===== src/rtl/sat_mac_pkg.sv =====
package sat_mac_pkg;

  // Strobes issued by the control module to the datapath each cycle.
  typedef struct packed {
    logic doClear;
    logic doAccum;
  } macStrobes_t;

endpackage


===== src/rtl/mac_ctrl.sv =====
module mac_ctrl
  import sat_mac_pkg::*;
(
  input  logic        clearIn,
  input  logic        enableIn,
  output macStrobes_t strobes
);

  // Clear outranks accumulate: an accumulate strobe is only issued
  // when no clear is requested in the same cycle.
  always_comb begin
    strobes.doClear = clearIn;
    strobes.doAccum = enableIn & ~clearIn;
  end

endmodule


===== src/rtl/mac_mult.sv =====
module mac_mult #(
  parameter int OP_W  = 16,
  parameter bit SPLIT = 1'b1
) (
  input  logic [OP_W-1:0]   opA,
  input  logic [OP_W-1:0]   opB,
  output logic [2*OP_W-1:0] prod
);

  localparam int PROD_W = 2 * OP_W;
  localparam int HALF   = OP_W / 2;
  localparam int EXT    = PROD_W - HALF;

  if (SPLIT) begin : g_split
    // Index 0 holds the unsigned low half, index 1 the signed high half;
    // every piece is widened to the product width so that modular
    // arithmetic gives the exact two's-complement result.
    logic [PROD_W-1:0] aPart [2];
    logic [PROD_W-1:0] bPart [2];
    logic [PROD_W-1:0] quad  [4];

    assign aPart[0] = {{EXT{1'b0}}, opA[HALF-1:0]};
    assign aPart[1] = {{EXT{opA[OP_W-1]}}, opA[OP_W-1:HALF]};
    assign bPart[0] = {{EXT{1'b0}}, opB[HALF-1:0]};
    assign bPart[1] = {{EXT{opB[OP_W-1]}}, opB[OP_W-1:HALF]};

    // Four half-width partial products, each shifted to its weight.
    for (genvar q = 0; q < 4; q++) begin : g_quad
      localparam int IA    = q / 2;
      localparam int IB    = q % 2;
      localparam int SHIFT = (IA + IB) * HALF;
      logic [PROD_W-1:0] raw;
      assign raw     = aPart[IA] * bPart[IB];
      assign quad[q] = raw << SHIFT;
    end

    always_comb begin
      prod = '0;
      for (int q = 0; q < 4; q++) prod = prod + quad[q];
    end
  end else begin : g_direct
    logic [PROD_W-1:0] aWide;
    logic [PROD_W-1:0] bWide;
    assign aWide = {{OP_W{opA[OP_W-1]}}, opA};
    assign bWide = {{OP_W{opB[OP_W-1]}}, opB};
    assign prod  = aWide * bWide;
  end

endmodule


===== src/rtl/mac_datapath.sv =====
module mac_datapath
  import sat_mac_pkg::*;
#(
  parameter int OP_W  = 16,
  parameter int ACC_W = 40
) (
  input  logic               clk,
  input  logic               rstN,
  input  macStrobes_t        strobes,
  input  logic [2*OP_W-1:0]  prod,
  output logic [ACC_W-1:0]   accOut,
  output logic               ovfFlag
);

  localparam int PROD_W = 2 * OP_W;
  localparam int GUARD  = ACC_W + 1 - PROD_W;
  localparam logic [ACC_W-1:0] MAXV = {1'b0, {(ACC_W-1){1'b1}}};
  localparam logic [ACC_W-1:0] MINV = {1'b1, {(ACC_W-1){1'b0}}};

  logic [ACC_W-1:0] acc;
  logic             ovf;
  logic [ACC_W:0]   sumWide;
  logic             posOvf;
  logic             negOvf;
  logic [ACC_W-1:0] nextAcc;

  // One extra bit of headroom: the two top bits disagree exactly when
  // the true sum has left the signed ACC_W range.
  assign sumWide = {acc[ACC_W-1], acc} + {{GUARD{prod[PROD_W-1]}}, prod};
  assign posOvf  = ~sumWide[ACC_W] &  sumWide[ACC_W-1];
  assign negOvf  =  sumWide[ACC_W] & ~sumWide[ACC_W-1];

  always_comb begin
    if (posOvf)      nextAcc = MAXV;
    else if (negOvf) nextAcc = MINV;
    else             nextAcc = sumWide[ACC_W-1:0];
  end

  always_ff @(posedge clk) begin
    if (!rstN) begin
      acc <= '0;
      ovf <= 1'b0;
    end else if (strobes.doClear) begin
      acc <= '0;
      ovf <= 1'b0;
    end else if (strobes.doAccum) begin
      acc <= nextAcc;
      if (posOvf || negOvf) ovf <= 1'b1;
    end
  end

  assign accOut  = acc;
  assign ovfFlag = ovf;

  // Accumulating a positive product at the upper limit pins it there.
  assert_pos_sat_R3: assert property (@(posedge clk) disable iff (!rstN)
    (strobes.doAccum && acc == MAXV && !prod[PROD_W-1] && prod != '0)
      |=> (acc == MAXV && ovf));

  // Accumulating a negative product at the lower limit pins it there.
  assert_neg_sat_R4: assert property (@(posedge clk) disable iff (!rstN)
    (strobes.doAccum && acc == MINV && prod[PROD_W-1])
      |=> (acc == MINV && ovf));

  assert_clear_zero_R5: assert property (@(posedge clk) disable iff (!rstN)
    strobes.doClear |=> (acc == '0 && !ovf));

  assert_idle_hold_R7: assert property (@(posedge clk) disable iff (!rstN)
    (!strobes.doClear && !strobes.doAccum) |=> ($stable(acc) && $stable(ovf)));

  assert_flag_sticky_R8: assert property (@(posedge clk) disable iff (!rstN)
    (ovf && !strobes.doClear) |=> ovf);

endmodule


===== src/rtl/sat_mac_unit.sv =====
module sat_mac_unit
  import sat_mac_pkg::*;
#(
  parameter int OP_W  = 16,
  parameter int ACC_W = 40,
  parameter bit SPLIT = 1'b1
) (
  input  logic             clk,
  input  logic             rstN,
  input  logic             clearIn,
  input  logic             enableIn,
  input  logic [OP_W-1:0]  opA,
  input  logic [OP_W-1:0]  opB,
  output logic [ACC_W-1:0] accOut,
  output logic             ovfFlag
);

  macStrobes_t       strobes;
  logic [2*OP_W-1:0] prod;

  mac_ctrl u_ctrl (
    .clearIn  (clearIn),
    .enableIn (enableIn),
    .strobes  (strobes)
  );

  mac_mult #(.OP_W(OP_W), .SPLIT(SPLIT)) u_mult (
    .opA  (opA),
    .opB  (opB),
    .prod (prod)
  );

  mac_datapath #(.OP_W(OP_W), .ACC_W(ACC_W)) u_dp (
    .clk     (clk),
    .rstN    (rstN),
    .strobes (strobes),
    .prod    (prod),
    .accOut  (accOut),
    .ovfFlag (ovfFlag)
  );

endmodule


===== config.mk =====
export PLATFORM = sky130hd
export DESIGN_NAME = sat_mac_unit
export DESIGN_NICKNAME = d
export VERILOG_FILES = /design/src/rtl/sat_mac_pkg.sv /design/src/rtl/mac_ctrl.sv /design/src/rtl/mac_mult.sv /design/src/rtl/mac_datapath.sv /design/src/rtl/sat_mac_unit.sv
export SDC_FILE = /design/constraint.sdc
export NUM_CORES = 1
export LEC_CHECK = 0
export BUFFER_PORTS_ARGS = -buffer_cell sky130_fd_sc_hd__buf_2
export CAP_MARGIN = 10
export CORE_MARGIN = 5
export CORE_UTILIZATION = 60
export DETAILED_ROUTE_END_ITERATION = 6
export PLACE_DENSITY = 0.79
export RECOVER_POWER = 100
export SLEW_MARGIN = 40
export SYNTH_ARGS = -nofsm -noshare
export SYNTH_HDL_FRONTEND = slang
export SYNTH_SLANG_ARGS = --single-unit

===== constraint.sdc =====
create_clock -name clk -period 33.1 [get_ports clk]
set_input_delay 8.275 -clock clk [delete_from_list [all_inputs] [get_ports clk]]
set_output_delay 8.275 -clock clk [all_outputs]
set_load 0.02 [all_outputs]

== Word level (Yosys, flattened, before mapping) ==
Cells that the tools add are included.
Widths: inputs -> output; s select.

* $add $sub $neg: 4
* Multiply operators: 4
* Mux-type cells: 2
* Bitwise gates (word level): 7
* Reduce and logical (&&, ||, !) cells: 3

{| class="wikitable"
|+ Operators with widths
! operator !! number
|-
| $add 32x32->32 || 3
|-
| $mux 40 || 2
|-
| $add 40x32->41 || 1
|-
| $mul 8x8->16 || 2
|-
| $mul 8x9->17 || 1
|-
| $mul 9x8->17 || 1
|-
| $not 1->1 || 4
|-
| $and 1x1->1 || 3
|-
| $reduce_and 2->1 || 1
|-
| $reduce_or 2->1 || 1
|-
| $logic_or 1x1->1 || 1
|}

* Flip-flop bits (word level): 41
* Bits of input ports: 36
* Output and inout bits: 41
* Logic and storage cells: 22

== Longest topological paths before layout ==
Gate-level depths: netlist (run 1).

* Depth in word-level cells: 9
* Depth in mapped cells: 47
* Gate-level depth less buffers: 45

== Hierarchy ==
A second synthesis (run 1) with hierarchy kept.

* Cell total of the unflattened synthesis: 1769
* Area, all modules: 14685.3 µm²

{| class="wikitable"
|+ Modules (own cells, without submodules)
! module !! instances !! cells an instance !! area each (µm²) !! sequential area each (µm²)
|-
| mac_mult || 1 || 1282 || 10933.0 || 0.0
|-
| mac_datapath || 1 || 485 || 3731.1 || 820.8
|-
| mac_ctrl || 1 || 2 || 21.3 || 0.0
|}

== Worst setup path before layout (run 1) ==
No wires, ideal clock.

* Path kind: input-to-reg
* Start: input port opA[15]
* End: register u_dp.acc[10], in the netlist u_dp.accOut[10]
* Library setup time: 0.116 ns
* Data arrival time: 17.675 ns
* Required time: 32.984 ns
* Path slack: 15.309 ns
* Stages on the path: 42
* Path buffers: 3
* Path through: clkbuf_1 inv_1 fa_1 fa_1 inv_1 fa_1 inv_1 fa_1 inv_1 ha_1 a211o_1 o211ai_2 a21oi_2 or4_1 a31oi_2 o2bb2ai_2 xnor2_1 fa_1 (+6 left out) o31ai_1 xnor3_1 ha_1 a21o_1 a21o_1 a21o_1 a21oi_1 nor2_1 nor2_1 o31ai_2 mux2i_1 or2_1 ha_1 nor3b_1 clkbuf_1 clkbuf_1 o21ai_0 o211a_1

* Cells in the longest elaborated chain, start to end: 8
* Elaborated cells between the ends (all ways): 11
* Those cells by class: 3 x add/sub; 2 x mul; 2 x mux; 4 x bitwise

{| class="wikitable"
|+ RTL lines
! item !! line !! RTL
|-
| start, declared || sat_mac_unit.sv:12 || <nowiki>input logic [OP_W-1:0] opA,</nowiki>
|-
| $mul 8x9->17 || mac_mult.sv:33 || <nowiki>assign raw = aPart[IA] * bPart[IB];</nowiki>
|-
| $add 32x32->32 || mac_mult.sv:39 || <nowiki>for (int q = 0; q < 4; q++) prod = prod + quad[q];</nowiki>
|-
| $add 32x32->32 * || mac_mult.sv:39 ||
|-
| $add 40x32->41 * || mac_datapath.sv:29 || <nowiki>assign sumWide = {acc[ACC_W-1], acc} + {{GUARD{prod[PROD_W-1]}}, prod};</nowiki>
|-
| $not 1->1 || mac_datapath.sv:31 || <nowiki>assign negOvf = sumWide[ACC_W] & ~sumWide[ACC_W-1];</nowiki>
|-
| $and 1x1->1 || mac_datapath.sv:31 ||
|-
| $mux 40 || mac_datapath.sv:35 || <nowiki>else if (negOvf) nextAcc = MINV;</nowiki>
|-
| $mux 40 * || mac_datapath.sv:34 || <nowiki>if (posOvf) nextAcc = MAXV;</nowiki>
|-
| end signal, assigned || mac_datapath.sv:47 || <nowiki>acc <= nextAcc;</nowiki>
|-
| end, declared || mac_datapath.sv:20 || <nowiki>logic [ACC_W-1:0] acc;</nowiki>
|}

Every way passes the cells marked *; elsewhere a longest branch is shown, timed or not.
A chain may end at the register's enable or synchronous reset.

== Worst setup path after layout (run 1) ==
* Start: input port opA[0]
* End: register u_dp.acc[30], in the netlist u_dp.accOut[30]

* Cells in the longest elaborated chain, start to end: 9
* Elaborated cells between the ends (all ways): 12
* Those cells by class: 4 x add/sub; 2 x mul; 2 x mux; 4 x bitwise

{| class="wikitable"
|+ RTL lines
! item !! line
|-
| $mul 9x8->17 / $mul 8x8->16 (equally long branches) || mac_mult.sv:33
|-
| $add 32x32->32 * (3 in a row) || mac_mult.sv:39
|-
| $add 40x32->41 * || mac_datapath.sv:29
|-
| $not 1->1 || mac_datapath.sv:31
|-
| $and 1x1->1 || mac_datapath.sv:31
|-
| $mux 40 || mac_datapath.sv:35
|-
| $mux 40 * || mac_datapath.sv:34
|}

Marked as above.

==> results of run 1 <==
==> metrics by stage <==
step / worst slack [ps] / hold WS (ps) / cells
6_report: 12520 / 494 / 1993
5_1_grt: 11570 / 555 / 1993
4_1_cts: 14260 / 495 / 1993
3_5_place_dp: 14000 / 478 / 1985
3_3_place_gp: 14210 / 447 / 1985
2_1_floorplan: 15310 / 570 / 1636
==> logic make-up after synthesis <==
family	after synthesis	share of synthesized area
AO/OA/AOI/OAI	301	0.147
XOR/XNOR	101	0.0647
adder cells (fa/ha/maj)	407	0.465
buffers and inverters	329	0.0883
flip-flops	41	0.0586
multiplexers	8	0.00572
AND/OR/NAND/NOR	449	0.171
==> layer usage <==
layer | track usage | up-vias
li1 | - | 5410
met1 | 0.318 | 5563
met2 | 0.445 | 276
met3 | 0.0306 | 74
met4 | 0.0759 | 0
met5 | 0 | -
==> state kept, by name, summed over array words and instances (netlist names) <==
signal,flops
u_dp.ovfFlag,1
u_dp.accOut,40
==> worst register-to-register path, cell delays in order, from the launching register on <==
cell and delay, ps:
dfxtp_1 350, ha_1 430, nand3_2 130, nor2_1 260, nand3_1 160, o31ai_4 450, a41oi_2 260, o31ai_1 470
mux2i_1 160, or2_1 250, ha_1 190, nor3b_1 1190, clkbuf_1 770, a21oi_1 290, o21ai_0 170, a21oi_1 60
==> cell usage in the layout (no fill, tap or decap), drive strengths merged, types with 31 or more instances in the layout <==
master  synthesis  routed
a21oi          81      81
and2          180     180
buf             2      36
clkbuf         48      49
dfxtp          41      41
fa            190     190
ha            217     217
inv           279     279
nand2          92      92
nor2           68      68
o21ai          76      76
xnor2          69      69
xor2           31      31
==> cell type report <==
cell class,count,area share
inverters,279,0.0711
flip-flops and latches,41,0.0557
well taps,319,0.0271
multi-input cells,1266,0.811
clock inverters,3,0.00314
clock buffers,5,0.00850
repair buffers,80,0.0238
==> worst paths after layout <==
kind	startpoint	to	slack, ps	depth (start not counted)
setup / recovery	opA[0]	u_dp.accOut[30]	12520	46
setup reg to reg	u_dp.accOut[19]	u_dp.accOut[30]	27360	15
hold reg to reg	u_dp.ovfFlag	u_dp.ovfFlag	490	2
hold / removal	u_dp.ovfFlag	u_dp.ovfFlag	490	2
==> flow_summary.ini, run 1 <==
[job]
maxCapViolCount = 1

[yosys]
syn-cell-area_mm2 = 0.0140
synth_area_per_cell_um2 = 8.56
synthTopCellsByArea = fa_1 (27%), ha_1 (19%), and2_1 (8.0%)
ys_warn_count = 0
synth_top_area_frac = 0.272
syn_inst = 1636
async_flop_share = 0
synth_edf_count = 0
synth_ff_type = dfxtp_1
syn-num-nets = 2079
synth.most_common_cell = inv_1
ys_seq_area_frac = 0.0586
synth.distinct_cells = 75
ys_top_cells_by_count = inv_1 (279), ha_1 (217), fa_1 (190)
synth_seq_cells = 41
yosysTopAreaCell = fa_1

[routing]
ant_nets = 0
drc_errors = 0
first_pass_iters = 6
drtIter0Drc = 623
vias = 11300
wl_met1_mm = 13.7
met2_length_mm = 16.3
vias_per_cell = 5.68
routedWlPerCell_um = 16.2
drt_wl_total_mm = 32.3
wl_met3_mm = 1.40
maxUsedRoutingLayer = met4

[timing]
finalHoldViolations = 0
setup_viol = 0
clock_skew_ps = 7.86
period_share = 0.622
tightest_slew_ps = 1520
tns_ps = 0
rsz0062_at_grt = no
fmax_mhz = 48.6
min_period_ps = 20580
slew_headroom = -0.0144
drv_slew = 18

[finish]
seqCellArea_um2 = 821
num_antenna_cells = 0
area_growth_pct = 5.15
fin_util = 0.633
multi_input_area_mm2 = 0.0119
drive_gt1_frac = 0.0406
layout.nets = 2116
fillerInstances = 2065
stdcell_area_mm2 = 0.0147

[status]
outcome = finished with violations
violations = capacitance limit, slew limit

[cts]
numCtsBuffers = 5
root_buffer = clkbuf_16
clockBufferDepth = 2
post-cts-setup-buffers = 0
cts_tree = yes
clock-sinks = 41
clk_pin_slew_ps = 60
ctsResizeCount = 0
htree_levels = 2
clk_latency_ps = 290
ctsHoldBuffers = 0

[worst_setup_path]
crit_top_cell = a21oi_1
cp_max_fo = 22
cp_slowest_cell = nor3b_1
arrival_ps = 20720
cp.buffers_inverters = 7
worst_setup_path_end_kind = register
cp-start-kind = primary input
cp.required_ps = 33240
crit_type = primary input to register
critPathTopFamily = adder cells
max_stage_delay_ps = 1190

[placed_design]
io_buffers = 76
place.gp.congestion = 0.907
hpwl_mm = 26.7
placed_area_mm2 = 0.0146

[floorplan]
core_area_mm2 = 0.0233
num_rows = 56
io_pins = 77
dieArea_mm2 = 0.0265
start_util = 0.602
die_h_um = 163
die_w_um = 163

[global_routing]
grt_first_pass_wirelength_mm = 55.1
grt_start_max_net_pins = 45
grt.overflow.total = 0
antenna_found_initial = 0
grt_usage = 0.250
grt_pass1_vias = 11800

[hold_path]
hold_path_class = register to register
Power of run 1 is not shown: default switching activity piles up to over one toggle a cycle in this logic, so the estimate is an artifact.
==> run 2: changes to the inputs <==
CORE_UTILIZATION = 59   (was 60)
PLACE_DENSITY = 0.8   (was 0.79)
clock period = 16.64 ns   (was 33.1 ns; I/O delays follow)
==> run 2 against run 1 <==
Effect of this change:
- the flow now finishes without violations
- count of clock-buffer cells in the layout increased by 2
- worst hold slack got worse by 11 ps
- final cell count increased by 0.10%
- global-route usage increased by 0.14 points
- setup slack got worse by 11000 ps
- first-iteration DRC count decreased by 13%
- routed wire length increased by 1.3%
- cell area increased by 0.25%
- sequential cell count unchanged
- die area increased by 1.6%
- non-clock buffer count increased by 2
==> flow_summary.ini, run 2 (synthesis gave the netlist of run 1 again) <==
[cts]
ctsHoldBuffers = 0
ctsResizeCount = 0
root_buffer = clkbuf_16
numCtsBuffers = 5
clock-sinks = 41
clockBufferDepth = 2
clk_pin_slew_ps = 60
htree_levels = 2
cts_tree = yes
post-cts-setup-buffers = 0
clk_latency_ps = 300

[timing]
tightest_slew_ps = 1170
period_share = 0.892
setup_viol = 0
rsz0062_at_grt = no
slew_headroom = 0.213
clock_skew_ps = 7.07
tns_ps = 0
fin_worst_hold_slack_ps = 483
finalHoldViolations = 0
fmax_mhz = 67.4
drv_slew = 0
min_period_ps = 14840

[routing]
vias = 11300
routedWlPerCell_um = 16.4
drc_errors = 0
wl_met3_mm = 1.25
first_pass_iters = 5
maxUsedRoutingLayer = met4
ant_nets = 0
wl_met1_mm = 13.7
drtIter0Drc = 544
vias_per_cell = 5.68
drt_wl_total_mm = 32.7
met2_length_mm = 16.5

[hold_path]
hold_depth = 2
hold_path_class = register to register

[finish]
largest_reg_flops = 40
fillerInstances = 2071
num_antenna_cells = 0
layout.nets = 2118
drive_gt1_frac = 0.0424
final_common_cell = inv_1
area_growth_pct = 5.41
final_cell_mix = inv_1 (279), ha_1 (217), fa_1 (190)

[placed_design]
place.gp.congestion = 0.905
io_buffers = 76
hpwl_mm = 26.9

[worst_setup_path]
crit_top_cell = a21oi_1
worst_setup_path_end_kind = register
max_stage_delay_ps = 910
crit_type = primary input to register
cp_slowest_cell = xnor2_1
cp.required_ps = 16820
cp_max_fo = 25
arrival_ps = 15010
rr_worst_depth = 17
cp-start-kind = primary input

[floorplan]
start_util = 0.599
dieArea_mm2 = 0.0269
io_pins = 77
num_rows = 56
core_area_mm2 = 0.0234
die_h_um = 164
die_w_um = 164

[global_routing]
grt_pass1_vias = 11700
grt_usage = 0.251
grt_first_pass_wirelength_mm = 55.3
antenna_found_initial = 1
grt_start_max_net_pins = 45
grt.overflow.total = 0

[job]
maxCapViolCount = 0

[status]
outcome = finished, final reports clean
run 2: worst paths after layout:
path / end / from / slack [ps]
max: u_dp.accOut[30] / opB[15] / 1800
min reg2reg: u_dp.ovfFlag / u_dp.ovfFlag / 480
min: u_dp.ovfFlag / u_dp.ovfFlag / 480
max reg2reg: u_dp.accOut[30] / u_dp.accOut[0] / 12210
run 2: critical path, delay by kind of cell:
kind,cells,cell delay (ps)
fa+ha+maj,9,4200
simple gates,5,1280
compound gates,17,2720
xor+xnor,2,1450
buf+inv,6,1200
run 2: layer usage:
layer / GRT usage / vias up
li1: - / 5415
met1: 0.317 / 5580
met2: 0.449 / 265
met3: 0.0256 / 81
met4: 0.0865 / 0
met5: 0 / -
run 2: metrics by stage:
step / setup slack, ps / cell area (um2) / instances / utilization
detailed placement: 2050 / 14600 / 1986 / 0.626
global route: 722 / 14800 / 1995 / 0.631
global placement: 2380 / 14600 / 1986 / 0.626
CTS: 2300 / 14800 / 1994 / 0.633
floorplan: 2960 / 14000 / 1636 / -
finish: 1800 / 14800 / 1995 / 0.631
run 2: final cells by class:
cell class              instances  area (um2)  area share
flip-flops and latches         41         821      0.0556
clock inverters                 1        30.0     0.00203
clock buffers                   7         143     0.00966
well taps                     319         399      0.0270
repair buffers                 82         393      0.0266
multi-input cells            1266       11900       0.808
inverters                     279        1050      0.0709
Power of run 2 is left out for the same reason.
==> run 3: changes to the inputs <==
BUFFER_PORTS_ARGS = -buffer_cell sky130_fd_sc_hd__clkbuf_2   (was -buffer_cell sky130_fd_sc_hd__buf_2)
==> run 3 against run 2 <==
Effect of this change:
- global-route usage fell by 0.87 points
- first-iteration DRC count rose by 15%
- cell area fell by 0.38%
- sequential share of layout area barely moved
- via count fell by 0.34%
- critical path type unchanged
- largest cell class unchanged
==> flow_summary.ini, run 3 (synthesis gave the netlist of run 1 again) <==
[status]
outcome = finished, final reports clean

[routing]
routedWlPerCell_um = 16.1
drt_wl_total_mm = 32.0
drc_errors = 0
drtIter0Drc = 624
vias = 11300
first_pass_iters = 6
vias_per_cell = 5.67
ant_nets = 0

[worst_setup_path]
cp-start-kind = primary input
arrival_ps = 15310
rr_worst_depth = 15
critical_path_depth = 46
cp_max_fo = 29
crit_top_cell = a21oi_1
cp.buffers_inverters = 7
max_stage_delay_ps = 610
critPathTopFamily = adder cells
cp_slowest_cell = xnor3_1
worst_setup_path_end_kind = register
cp.required_ps = 16800
crit_type = primary input to register

[finish]
final_common_cell = inv_1
num_antenna_cells = 0
final_cell_mix = inv_1 (279), ha_1 (217), fa_1 (190)
fillerInstances = 2060
area_growth_pct = 5.01
seqCellArea_um2 = 821
layout.nets = 2116
multi_input_area_mm2 = 0.0119
drive_gt1_frac = 0.0412
largest_reg_flops = 40

[timing]
clock_skew_ps = 5.77
setup_viol = 0
period_share = 0.910
fmax_mhz = 66.0
drv_slew = 0
tightest_slew_ps = 794
slew_headroom = 0.471
tns_ps = 0
rsz0062_at_grt = no
min_period_ps = 15140
finalHoldViolations = 0

[cts]
root_buffer = clkbuf_16
ctsResizeCount = 0
clockBufferDepth = 2
post-cts-setup-buffers = 0
cts_tree = yes
clk_pin_slew_ps = 60
clk_latency_ps = 290
clock-sinks = 41
ctsHoldBuffers = 0
htree_levels = 2
numCtsBuffers = 5

[placed_design]
io_buffers = 76
hpwl_mm = 26.6
place.gp.congestion = 0.939

[floorplan]
io_pins = 77
num_rows = 56
core_area_mm2 = 0.0234
die_h_um = 164
dieArea_mm2 = 0.0269
start_util = 0.599
die_w_um = 164

[job]
maxCapViolCount = 0

[global_routing]
gr-usage-met1 = 0.311
top_usage_layer = met2
grt_usage = 0.243
grt_start_max_net_pins = 45
grt_pass1_vias = 11400
met3_usage = 0.0231
grt.overflow.total = 0
use_met2 = 0.426
antenna_found_initial = 0
grt_first_pass_wirelength_mm = 53.8

[hold_path]
hold_path_class = register to register
hold_depth = 2
run 3: cell count changes in the layout (fill, tap and decap cells not counted), sizes merged:
cell    change
bufinv      -1
clkbuf     +34
buf        -35
run 3: path summary, 6_finish.rpt:
check / end / slack (ps) / from
worst max-delay path: u_dp.accOut[24] / 1500 / opA[1]
worst min-delay path: u_dp.ovfFlag / 480 / u_dp.ovfFlag
worst max register to register: u_dp.accOut[24] / 12090 / u_dp.accOut[19]
worst min register to register: u_dp.ovfFlag / 480 / u_dp.ovfFlag
run 3: area by class of cell:
| class | instances | area share |
|---|---|---|
| Sequential cell | 41 | 0.0558 |
| Clock buffer | 8 | 0.00927 |
| Timing Repair Buffer | 80 | 0.0243 |
| Multi-Input combinational cell | 1266 | 0.812 |
| Inverter | 279 | 0.0712 |
| Tap cell | 319 | 0.0271 |
run 3: worst reg2reg max path, cell delays in order (launching register included):
cell	delay, ps
dfxtp_1	350
ha_1	430
nand3_2	140
nor2_1	260
nand3_1	160
o31ai_4	440
a41oi_2	250
o31ai_1	490
mux2i_1	170
or2_1	250
ha_1	200
nor3b_2	510
buf_4	390
a21oi_1	220
o21ai_0	110
a21oi_1	60
run 3: metal layers:
metal | share of wire | up-vias | routed length (um)
met5 | 0 | - | 0
met4 | 0.037 | 0 | 1180
met3 | 0.041 | 73 | 1310
met2 | 0.50 | 262 | 16000
met1 | 0.42 | 5559 | 13600
li1 | - | 5408 | -
run 3: through the flow:
step	hold WS, ps	util	instance area, um2	worst slack (ps)	cells
after floorplan	570	-	14000	2960	1636
after global placement	456	0.625	14600	1960	1985
after detailed placement	467	0.625	14600	1660	1985
after CTS	482	0.631	14800	1930	1993
after global routing	520	0.629	14700	586	1993
final	479	0.629	14700	1500	1993
Power of run 3 is left out for the same reason.
